[config.mk]
export PLATFORM = sky130hd
export DESIGN_NAME = sof_fifo_clear
export DESIGN_NICKNAME = d
export VERILOG_FILES = /design/src/rtl/sof_fifo_clear_pkg.sv /design/src/rtl/sof_clr_ctrl.sv /design/src/rtl/sof_clr_fifo.sv /design/src/rtl/sof_fifo_clear.sv
export SDC_FILE = /design/constraint.sdc
export NUM_CORES = 1
export LEC_CHECK = 0
export BUFFER_PORTS_ARGS = -buffer_cell sky130_fd_sc_hd__buf_2
export CORE_MARGIN = 2
export CORE_UTILIZATION = 55
export CTS_CLUSTER_DIAMETER = 200
export CTS_CLUSTER_SIZE = 12
export DETAILED_ROUTE_END_ITERATION = 8
export PLACE_DENSITY = 0.75
export SETUP_SLACK_MARGIN = 0.2
export SLEW_MARGIN = 20
export SYNTH_ARGS = -nofsm -noshare
export SYNTH_HDL_FRONTEND = slang
export SYNTH_HIERARCHICAL = 1
export SYNTH_SLANG_ARGS = --single-unit
[constraint.sdc]
create_clock -name clk -period 4.3 [get_ports clk]
set_input_delay 0.86 -clock clk [delete_from_list [all_inputs] [get_ports clk]]
set_output_delay 0.86 -clock clk [all_outputs]
set_load 0.1 [all_outputs]
[src/rtl/sof_fifo_clear_pkg.sv]
package sof_fifo_clear_pkg;

    localparam int RX_W_DEF = 32;
    localparam int RX_D_DEF = 16;
    localparam int ST_W_DEF = 8;
    localparam int ST_D_DEF = 8;

    typedef enum logic {
        MODE_IMMEDIATE = 1'b0,
        MODE_FRAME     = 1'b1
    } clr_mode_e;

    // per-queue control produced by the clear controller
    typedef struct packed {
        logic flush;
        logic enable;
    } lane_ctl_t;

    function automatic int unsigned wrap_inc(input int unsigned ptr, input int unsigned depth);
        return (ptr == depth - 1) ? 0 : ptr + 1;
    endfunction

endpackage

[src/rtl/sof_clr_ctrl.sv]
module sof_clr_ctrl
    import sof_fifo_clear_pkg::*;
(
    input  logic      clk,
    input  logic      rst,
    input  logic      sof,
    input  logic      sync_mode,
    input  logic      rx_clr,
    input  logic      st_clr,
    output lane_ctl_t rx_ctl,
    output lane_ctl_t st_ctl
);
    clr_mode_e mode;
    logic      st_hold;

    assign mode = clr_mode_e'(sync_mode);

    always_comb begin
        if (mode == MODE_FRAME) begin
            rx_ctl.flush = sof;
            st_ctl.flush = sof;
        end else begin
            rx_ctl.flush = rx_clr;
            st_ctl.flush = st_clr;
        end
        rx_ctl.enable = ~rx_ctl.flush;
        st_ctl.enable = ~st_ctl.flush & (~st_hold | sof);
    end

    // status queue stays frozen after an immediate clear until next frame start
    always_ff @(posedge clk) begin
        if (rst)
            st_hold <= 1'b0;
        else if (sof)
            st_hold <= 1'b0;
        else if (mode == MODE_IMMEDIATE && st_clr)
            st_hold <= 1'b1;
    end
endmodule

[src/rtl/sof_clr_fifo.sv]
module sof_clr_fifo
    import sof_fifo_clear_pkg::*;
#(
    parameter int WIDTH = 8,
    parameter int DEPTH = 8
) (
    input  logic             clk,
    input  logic             rst,
    input  logic             flush,
    input  logic             wr,
    input  logic [WIDTH-1:0] wdata,
    input  logic             rd,
    output logic [WIDTH-1:0] rdata,
    output logic             empty,
    output logic             full
);
    localparam int AW = (DEPTH > 1) ? $clog2(DEPTH) : 1;
    localparam int CW = $clog2(DEPTH + 1);

    logic [WIDTH-1:0] mem [DEPTH];
    logic [AW-1:0]    wp, rp;
    logic [CW-1:0]    cnt;
    logic             do_wr, do_rd;

    assign empty = (cnt == '0);
    assign full  = (cnt == CW'(DEPTH));
    assign do_wr = wr & ~full & ~flush;
    assign do_rd = rd & ~empty & ~flush;
    assign rdata = mem[rp];

    always_ff @(posedge clk) begin
        if (do_wr)
            mem[wp] <= wdata;
    end

    always_ff @(posedge clk) begin
        if (rst || flush) begin
            wp  <= '0;
            rp  <= '0;
            cnt <= '0;
        end else begin
            if (do_wr)
                wp <= AW'(wrap_inc(int'(wp), DEPTH));
            if (do_rd)
                rp <= AW'(wrap_inc(int'(rp), DEPTH));
            cnt <= cnt + CW'(do_wr) - CW'(do_rd);
        end
    end
endmodule

[src/rtl/sof_fifo_clear.sv]
module sof_fifo_clear
    import sof_fifo_clear_pkg::*;
#(
    parameter int RX_WIDTH = RX_W_DEF,
    parameter int RX_DEPTH = RX_D_DEF,
    parameter int ST_WIDTH = ST_W_DEF,
    parameter int ST_DEPTH = ST_D_DEF
) (
    input  logic                clk,
    input  logic                rst,
    input  logic                sof,
    input  logic                sync_mode,
    input  logic                rx_clr,
    input  logic                st_clr,
    input  logic                rx_wr,
    input  logic [RX_WIDTH-1:0] rx_wdata,
    input  logic                rx_rd,
    output logic [RX_WIDTH-1:0] rx_rdata,
    output logic                rx_empty,
    output logic                rx_full,
    output logic                rx_enabled,
    input  logic                st_wr,
    input  logic [ST_WIDTH-1:0] st_wdata,
    input  logic                st_rd,
    output logic [ST_WIDTH-1:0] st_rdata,
    output logic                st_empty,
    output logic                st_full,
    output logic                st_enabled
);
    lane_ctl_t rx_ctl, st_ctl;

    sof_clr_ctrl u_ctrl (
        .clk       (clk),
        .rst       (rst),
        .sof       (sof),
        .sync_mode (sync_mode),
        .rx_clr    (rx_clr),
        .st_clr    (st_clr),
        .rx_ctl    (rx_ctl),
        .st_ctl    (st_ctl)
    );

    sof_clr_fifo #(.WIDTH(RX_WIDTH), .DEPTH(RX_DEPTH)) u_rx (
        .clk   (clk),
        .rst   (rst),
        .flush (rx_ctl.flush),
        .wr    (rx_wr & rx_ctl.enable),
        .wdata (rx_wdata),
        .rd    (rx_rd),
        .rdata (rx_rdata),
        .empty (rx_empty),
        .full  (rx_full)
    );

    sof_clr_fifo #(.WIDTH(ST_WIDTH), .DEPTH(ST_DEPTH)) u_st (
        .clk   (clk),
        .rst   (rst),
        .flush (st_ctl.flush),
        .wr    (st_wr & st_ctl.enable),
        .wdata (st_wdata),
        .rd    (st_rd),
        .rdata (st_rdata),
        .empty (st_empty),
        .full  (st_full)
    );

    assign rx_enabled = rx_ctl.enable;
    assign st_enabled = st_ctl.enable;
endmodule

Yosys cells after proc, flatten, opt, wreduce, memory -nomap -nowiden. Memories as Yosys holds them, arrays and structs flattened. A register that Yosys moved wholly into a read port is not among the register bits. Cells that the tools add are included.

Memories kept: 2. Output and inout bits: 46. Register bits after elaboration: 24. Word-level logic and storage cells: 63. RAM bits: 576. Input bits: 50.

Memories: u_rx.mem (words 16, width 32, read ports 1, clocked after memory_dff 1, write ports 1, RTL line sof_clr_fifo.sv:20) `logic [WIDTH-1:0] mem [DEPTH];`; u_st.mem (words 8, width 8, read ports 1, clocked after memory_dff 1, write ports 1, RTL line sof_clr_fifo.sv:20).

$add $sub $neg: 8. Equal/unequal tests: 6. Bitwise operators: 20. Reductions and logical operators: 6. Mux-type cells: 14.

Operators with widths (number): two-way mux 4 bit (4); == test 4 bit, second input constant (3); two-way mux 3 bit (4); bitwise AND 1 bit (11); adder 4 x 1 -> 4 bit, second input constant (2); inverter 1 bit (8); adder 3 x 1 -> 3 bit, second input constant (2); == test 3 bit, second input constant (2); two-way mux 1 bit (6); adder 5 x 1 -> 5 bit (1); == test 5 bit, second input constant (1); logical NOT 5 bit (1); subtractor 5 x 1 -> 5 bit (1); adder 4 x 1 -> 4 bit (1); logical NOT 4 bit (1); subtractor 4 x 1 -> 4 bit (1); logical OR 1 bit (2); OR reduction 2 bit (1); logical AND 1 bit (1); OR 1 bit (1).

Logic depth before layout (Yosys ltp).
Depth in word-level cells: 8. Mapped depth: 13. Gate-level depth less buffers: 13.

By module. The synthesis kept the hierarchy.

Modules (own cells, without submodules): sof_clr_fifo at u_rx (times used 1, cells each 893, area each 20031.7 µm², sequential area each 15715.1 µm²); sof_clr_fifo at u_st (times used 1, cells each 171, area each 3186.8 µm², sequential area each 2182.1 µm²); sof_clr_ctrl (times used 1, cells each 9, area each 82.6 µm², sequential area each 20.0 µm²); sof_fifo_clear (times used 1, cells each 2, area each 12.5 µm², sequential area each 0.0 µm²).

Worst setup path before layout. No wires, ideal clock.

Path kind: register -> register. From: reg u_rx.cnt[3]. To: reg u_rx.cnt[4]. Setup slack: -1.673 ns. Arrival time: 5.903 ns. Stages on the path, launching flop included: 13. Period minus slack after synthesis: 5.973 ns. Required time: 4.229 ns. Cell sequence: dfxtp_1 inv_1 ha_1 nor4b_1 nor3b_2 ha_1 inv_1 ha_1 fa_1 a21oi_1 nor2_1 or3_1 a21oi_1.

Elaborated cells on any way between the ends: 10. Those cells by class: add/sub: 2; eq/ne: 1; bitwise: 6; reduce/logical: 1.

RTL lines: start, declared (RTL line sof_clr_fifo.sv:22) `logic [CW-1:0] cnt;`; start signal, assigned (RTL line sof_clr_fifo.sv:46) `cnt <= cnt + CW'(do_wr) - CW'(do_rd);`; logical NOT 5 bit (RTL line sof_clr_fifo.sv:25) `assign empty = (cnt == '0);`; via rx_empty (RTL line sof_fifo_clear.sv:19) `output logic rx_empty,`; inverter 1 bit (RTL line sof_clr_fifo.sv:28) `assign do_rd = rd & ~empty & ~flush;`; bitwise AND 1 bit (2 in series) (RTL line sof_clr_fifo.sv:28); subtractor 5 x 1 -> 5 bit (RTL line sof_clr_fifo.sv:46).

The timed path passes the listed nets, and every way through them passes these cells. A chain may end at the register's enable or synchronous reset.

==> flow_results.org <==
** Detailed routing
- Via-per-instance ratio :: roughly 6.2
- Summed over all layers, the routed wires come to 46.79 mm.
- In this run, the number of DRC markers left after iteration 0 of detailed routing was 925.
- Once detail routing completed, the nets flagged for antenna violations numbered 0.
- Total DRC errors in the routed layout :: 0
- Vias :: ~11,000
- First-pass detailed-route iteration total :: 5
- Avg WL per Cell :: ~26 um

** Finish
- Proportion of layout cells with a drive suffix above 1 :: a little under 30%
- The filler cells instantiated in the layout total around 2,800.
- Summing all multi-input logic gate instances after layout gives roughly 0.0052 mm2.
- Count of inserted antenna diode cells :: 0
- Measured on the finished design, the core utilization comes to a little over three fifths.
- The sequential cells in the finished layout cover a total of about 0.018 mm2.
- At the end of the flow, the number of nets in the layout was roughly 1,300.
- Relative to the synthesized area, the layout overhead comes to 13.13%.

** Placed design
- Gpl congestion :: ~0.74
- Post-detailed-placement half-perimeter wirelength :: roughly 26 mm
- I/O Buffers :: 95

** STA
- Setup repair after global routing left no endpoint under its margin.
- Crit path time final :: around 3.9 ns
- Derived from the worst setup path, the maximum achievable clock frequency is approximately 0.26 GHz.
- Max-slew headroom at the worst pin :: a little over two fifths
- Sum of negative setup slack :: 0 ns
- Count of endpoints failing setup in the final report :: 0
- The worst path uses about nine tenths of the clock period.
- On the final layout, the worst clock skew is 0.02231 ns.
- Number of hold-slack violations in the final timing report :: 0
- Total count of max-transition violations in the final report :: 0
- For the pin with the worst max-slew slack, the measured transition is ~0.86 ns.

** Clocking
- Buffers added to address setup during post-CTS repair amount to 0.
- TritonCTS built the clock tree.
- The number of hold buffers added after CTS was 0.
- Counting every sink on the clock net gives 607.
- Number of buffers inserted during clock tree synthesis :: between 50 and 60
- For the worst-skew pair, the clock arrives at the later sink with an insertion delay of about 0.6 ns.
- The H-tree was split into 2 levels.
- CTS max path bufs :: 3
- Clock-pin slew was measured on the worst setup and hold paths at ~0.07 ns.
- Clock Root Buffer :: clkbuf_16
- After clock tree synthesis, the repair step resized 0 gates.

** Global routing
- Global routing used between 20 and 25% of the available tracks.
- Antenna violations before repair :: 1
- The first global-routing pass estimated roughly 71 mm of wire.
- For this run the aggregate overflow at the end of global routing stands at 0.
- Number of global-route vias before repair :: 11,680
- Maximum number of pins on one net before global-route repair :: 60

** Worst setup path
- Arrival time of data at the critical path endpoint :: about 3 ns
- Critical Setup Path Class :: register to output pin
- Worst reg-to-reg setup slack :: approximately 1.4 ns
- Critical path fanouts, max :: 20
- The startpoint identified for the worst register-to-register timing path is u_rx/cnt[2]$_SDFF_PP0_.
- The worst register-to-register path ends at u_rx/cnt[4]$_SDFF_PP0_.
- STA classifies the critical path endpoint as an output pin.
- Counting cells, the worst reg-to-reg path comes to 13.
- Data required time of the worst path :: around 3.4 ns
- Startpoint class of the critical path :: register

** Floorplan
- Starting Density :: between 50% and 60%
- Core Region :: 0.04185 mm2
- From bottom edge to top edge, the die measures 209.9 um.
- From left edge to right edge, the die measures roughly 210 um.
- The initialized floorplan defines between 70 and 80 standard-cell rows.
- The die covers about 0.044 mm2.
- For this design the top-level I/O count stands at 96.

** Synthesis
- Synthesis-stage register bit count :: 607
- Counting every net in the synthesized netlist gives between 1,000 and 1,500.
- The cell count after synthesis came out at 1,075.
- Sequential share of the synthesized area :: 76.85%
- Dividing the synthesized area by the synthesized cell count gives approximately 22 um2.
- Summing every instance area after synthesis gives between 0.02 and 0.025 mm2.
- Count of distinct cell types in the synthesized netlist :: 45
- Yosys warning count :: 6

** Job
- Number of violations of the max-capacitance limit :: 0

** Status
- Status :: completed

** Power
- Power per Cell Area :: between 400 and 500 mW/mm2
- For this design the static power due to leakage is 8.357 nW.
- Across the VDD grid, the largest voltage drop is around 0.33 mV.

** Hold path
- The tightest min-delay check is of the register to register type.
- The path with the worst hold slack has its endpoint at u_st/rp[2]$_SDFFE_PP0N_.
- In this run the most critical hold path is launched from u_st/rp[2]$_SDFFE_PP0N_.
- Hold Path Cell Cnt :: 2
-- registers in the layout, summed over array words and instances, names as in the netlist, named ones only --
| signal | flops |
|---|---|
| u_st/mem | 64 |
| u_st/wp | 3 |
| u_rx/mem | 512 |
| u_rx/cnt | 5 |
| u_ctrl/st_hold | 1 |
| u_rx/rp | 4 |
| u_st/rp | 3 |
| u_st/cnt | 4 |
| u_rx/wp | 4 |
-- critical path: stages, from the launching register on --
cell,delay (ns)
dfxtp_4,0.63
buf_4,0.44
mux4_2,0.56
a22oi_1,0.24
nand2_1,0.16
buf_2,0.33
-- layout make-up --
type,instances,area share [%]
Timing Repair Buffer,142,3.568
Sequential cell,607,67.96
Clock buffer,77,5.612
Inverter,17,0.2419
Tap cell,539,2.557
Multi-Input combinational cell,399,19.86
Clock inverter,4,0.1945
-- metal layers --
metal  track usage, %  wire length, um
met2            37.52            23980
met4            6.676             1140
met1            29.62            18470
met3            4.235             3186
met5                0               10
-- cells in the final DEF (no fill, tap or decap), types with 3 or more instances in the layout --
| master | instances |
|---|---|
| a21oi_1 | 5 |
| edfxtp_1 | 576 |
| mux4_1 | 16 |
| nor2_4 | 13 |
| xor2_1 | 3 |
| buf_4 | 38 |
| nor3b_1 | 3 |
| nor3_1 | 5 |
| nand2b_1 | 3 |
| dfxtp_1 | 29 |
| buf_2 | 95 |
| mux2i_1 | 11 |
| nand2_1 | 54 |
| inv_1 | 17 |
| ha_1 | 21 |
| mux4_2 | 128 |
| and2_1 | 5 |
| a22oi_1 | 64 |
| nand3_1 | 3 |
| buf_12 | 9 |
| mux2_2 | 9 |
| a21o_1 | 3 |
| nor2_1 | 16 |
| clkbuf_1 | 21 |
| nor3_4 | 4 |
| clkbuf_16 | 56 |
-- per-stage QoR --
| step | total power [mW] | hold WS (ns) | setup slack, ns | instances | area [um2] |
|---|---|---|---|---|---|
| after floorplan | 7.096 | 0.4577 | -0.1073 | 1075 | 23350 |
| after global placement | 7.270 | 0.4701 | 0.6744 | 1704 | 24840 |
| after detailed placement | 7.284 | 0.4920 | 0.6664 | 1704 | 24840 |
| after CTS | 11.62 | 0.4687 | 0.3669 | 1785 | 26370 |
| after global routing | 11.84 | 0.4847 | 0.2314 | 1785 | 26370 |
| final | 11.50 | 0.4951 | 0.4497 | 1785 | 26370 |
-- kinds of logic after synthesis --
| family | Yosys count | synth area share [%] |
|---|---|---|
| compound gates | 80 | 2.533 |
| xor+xnor | 5 | 0.1879 |
| fa+ha+maj | 23 | 1.299 |
| buf+inv | 69 | 1.406 |
| flops | 607 | 76.85 |
| mux | 165 | 15.14 |
| simple gates | 126 | 2.581 |
-- cell usage after synthesis (all sizes together) --
cell type / instances / area (um2)
nor4b: 3 / 26.28
mux4: 144 / 3303
xnor2: 2 / 17.52
edfxtp: 576 / 17300
nor3b: 5 / 42.54
and2: 6 / 37.54
nor2b: 4 / 25.02
nand3b: 1 / 7.510
o21ai: 1 / 5.000
a21oi: 6 / 33.78
a32o: 2 / 20.02
clkbuf: 23 / 86.33
nand2b: 3 / 18.77
mux2i: 11 / 110.1
or3b: 1 / 8.760
nand3: 3 / 15.01
mux2: 10 / 116.4
buf: 29 / 177.7
nor2: 29 / 108.9
or3: 2 / 12.51
a21o: 3 / 22.52
ha: 21 / 262.8
a31oi: 2 / 12.51
xor2: 3 / 26.28
a22oi: 64 / 480.5
dfxtp: 31 / 620.6
and4bb: 1 / 12.51
fa: 2 / 40.04
o21a: 1 / 7.510
inv: 17 / 63.81
nand2: 54 / 202.7
a31o: 1 / 8.760
or2: 1 / 6.260
and2b: 1 / 8.760
nor4: 2 / 12.51
nor3: 9 / 45.04
nand4bb: 1 / 11.26
-- where the power goes --
group	internal (mW)	switching, mW
Sequential	6.49	0.0191
Clock	2.37	1.98
Combinational	0.181	0.458
-- how the worst max path moves through the flow --
stage	end	cells past startpoint	slack [ns]	start
CTS	rx_rdata[9]	5	0.37	register
global placement	u_rx/cnt[4]$_SDFF_PP0_	14	0.67	sync_mode
detailed placement	u_rx/cnt[4]$_SDFF_PP0_	14	0.67	sync_mode
finish	rx_rdata[9]	5	0.45	register
floorplan	u_rx/mem[12][0]$_DFFE_PP_	6	-0.11	sync_mode
global route	rx_rdata[9]	5	0.23	register
Note: power is estimated with default switching activity, not from simulation.
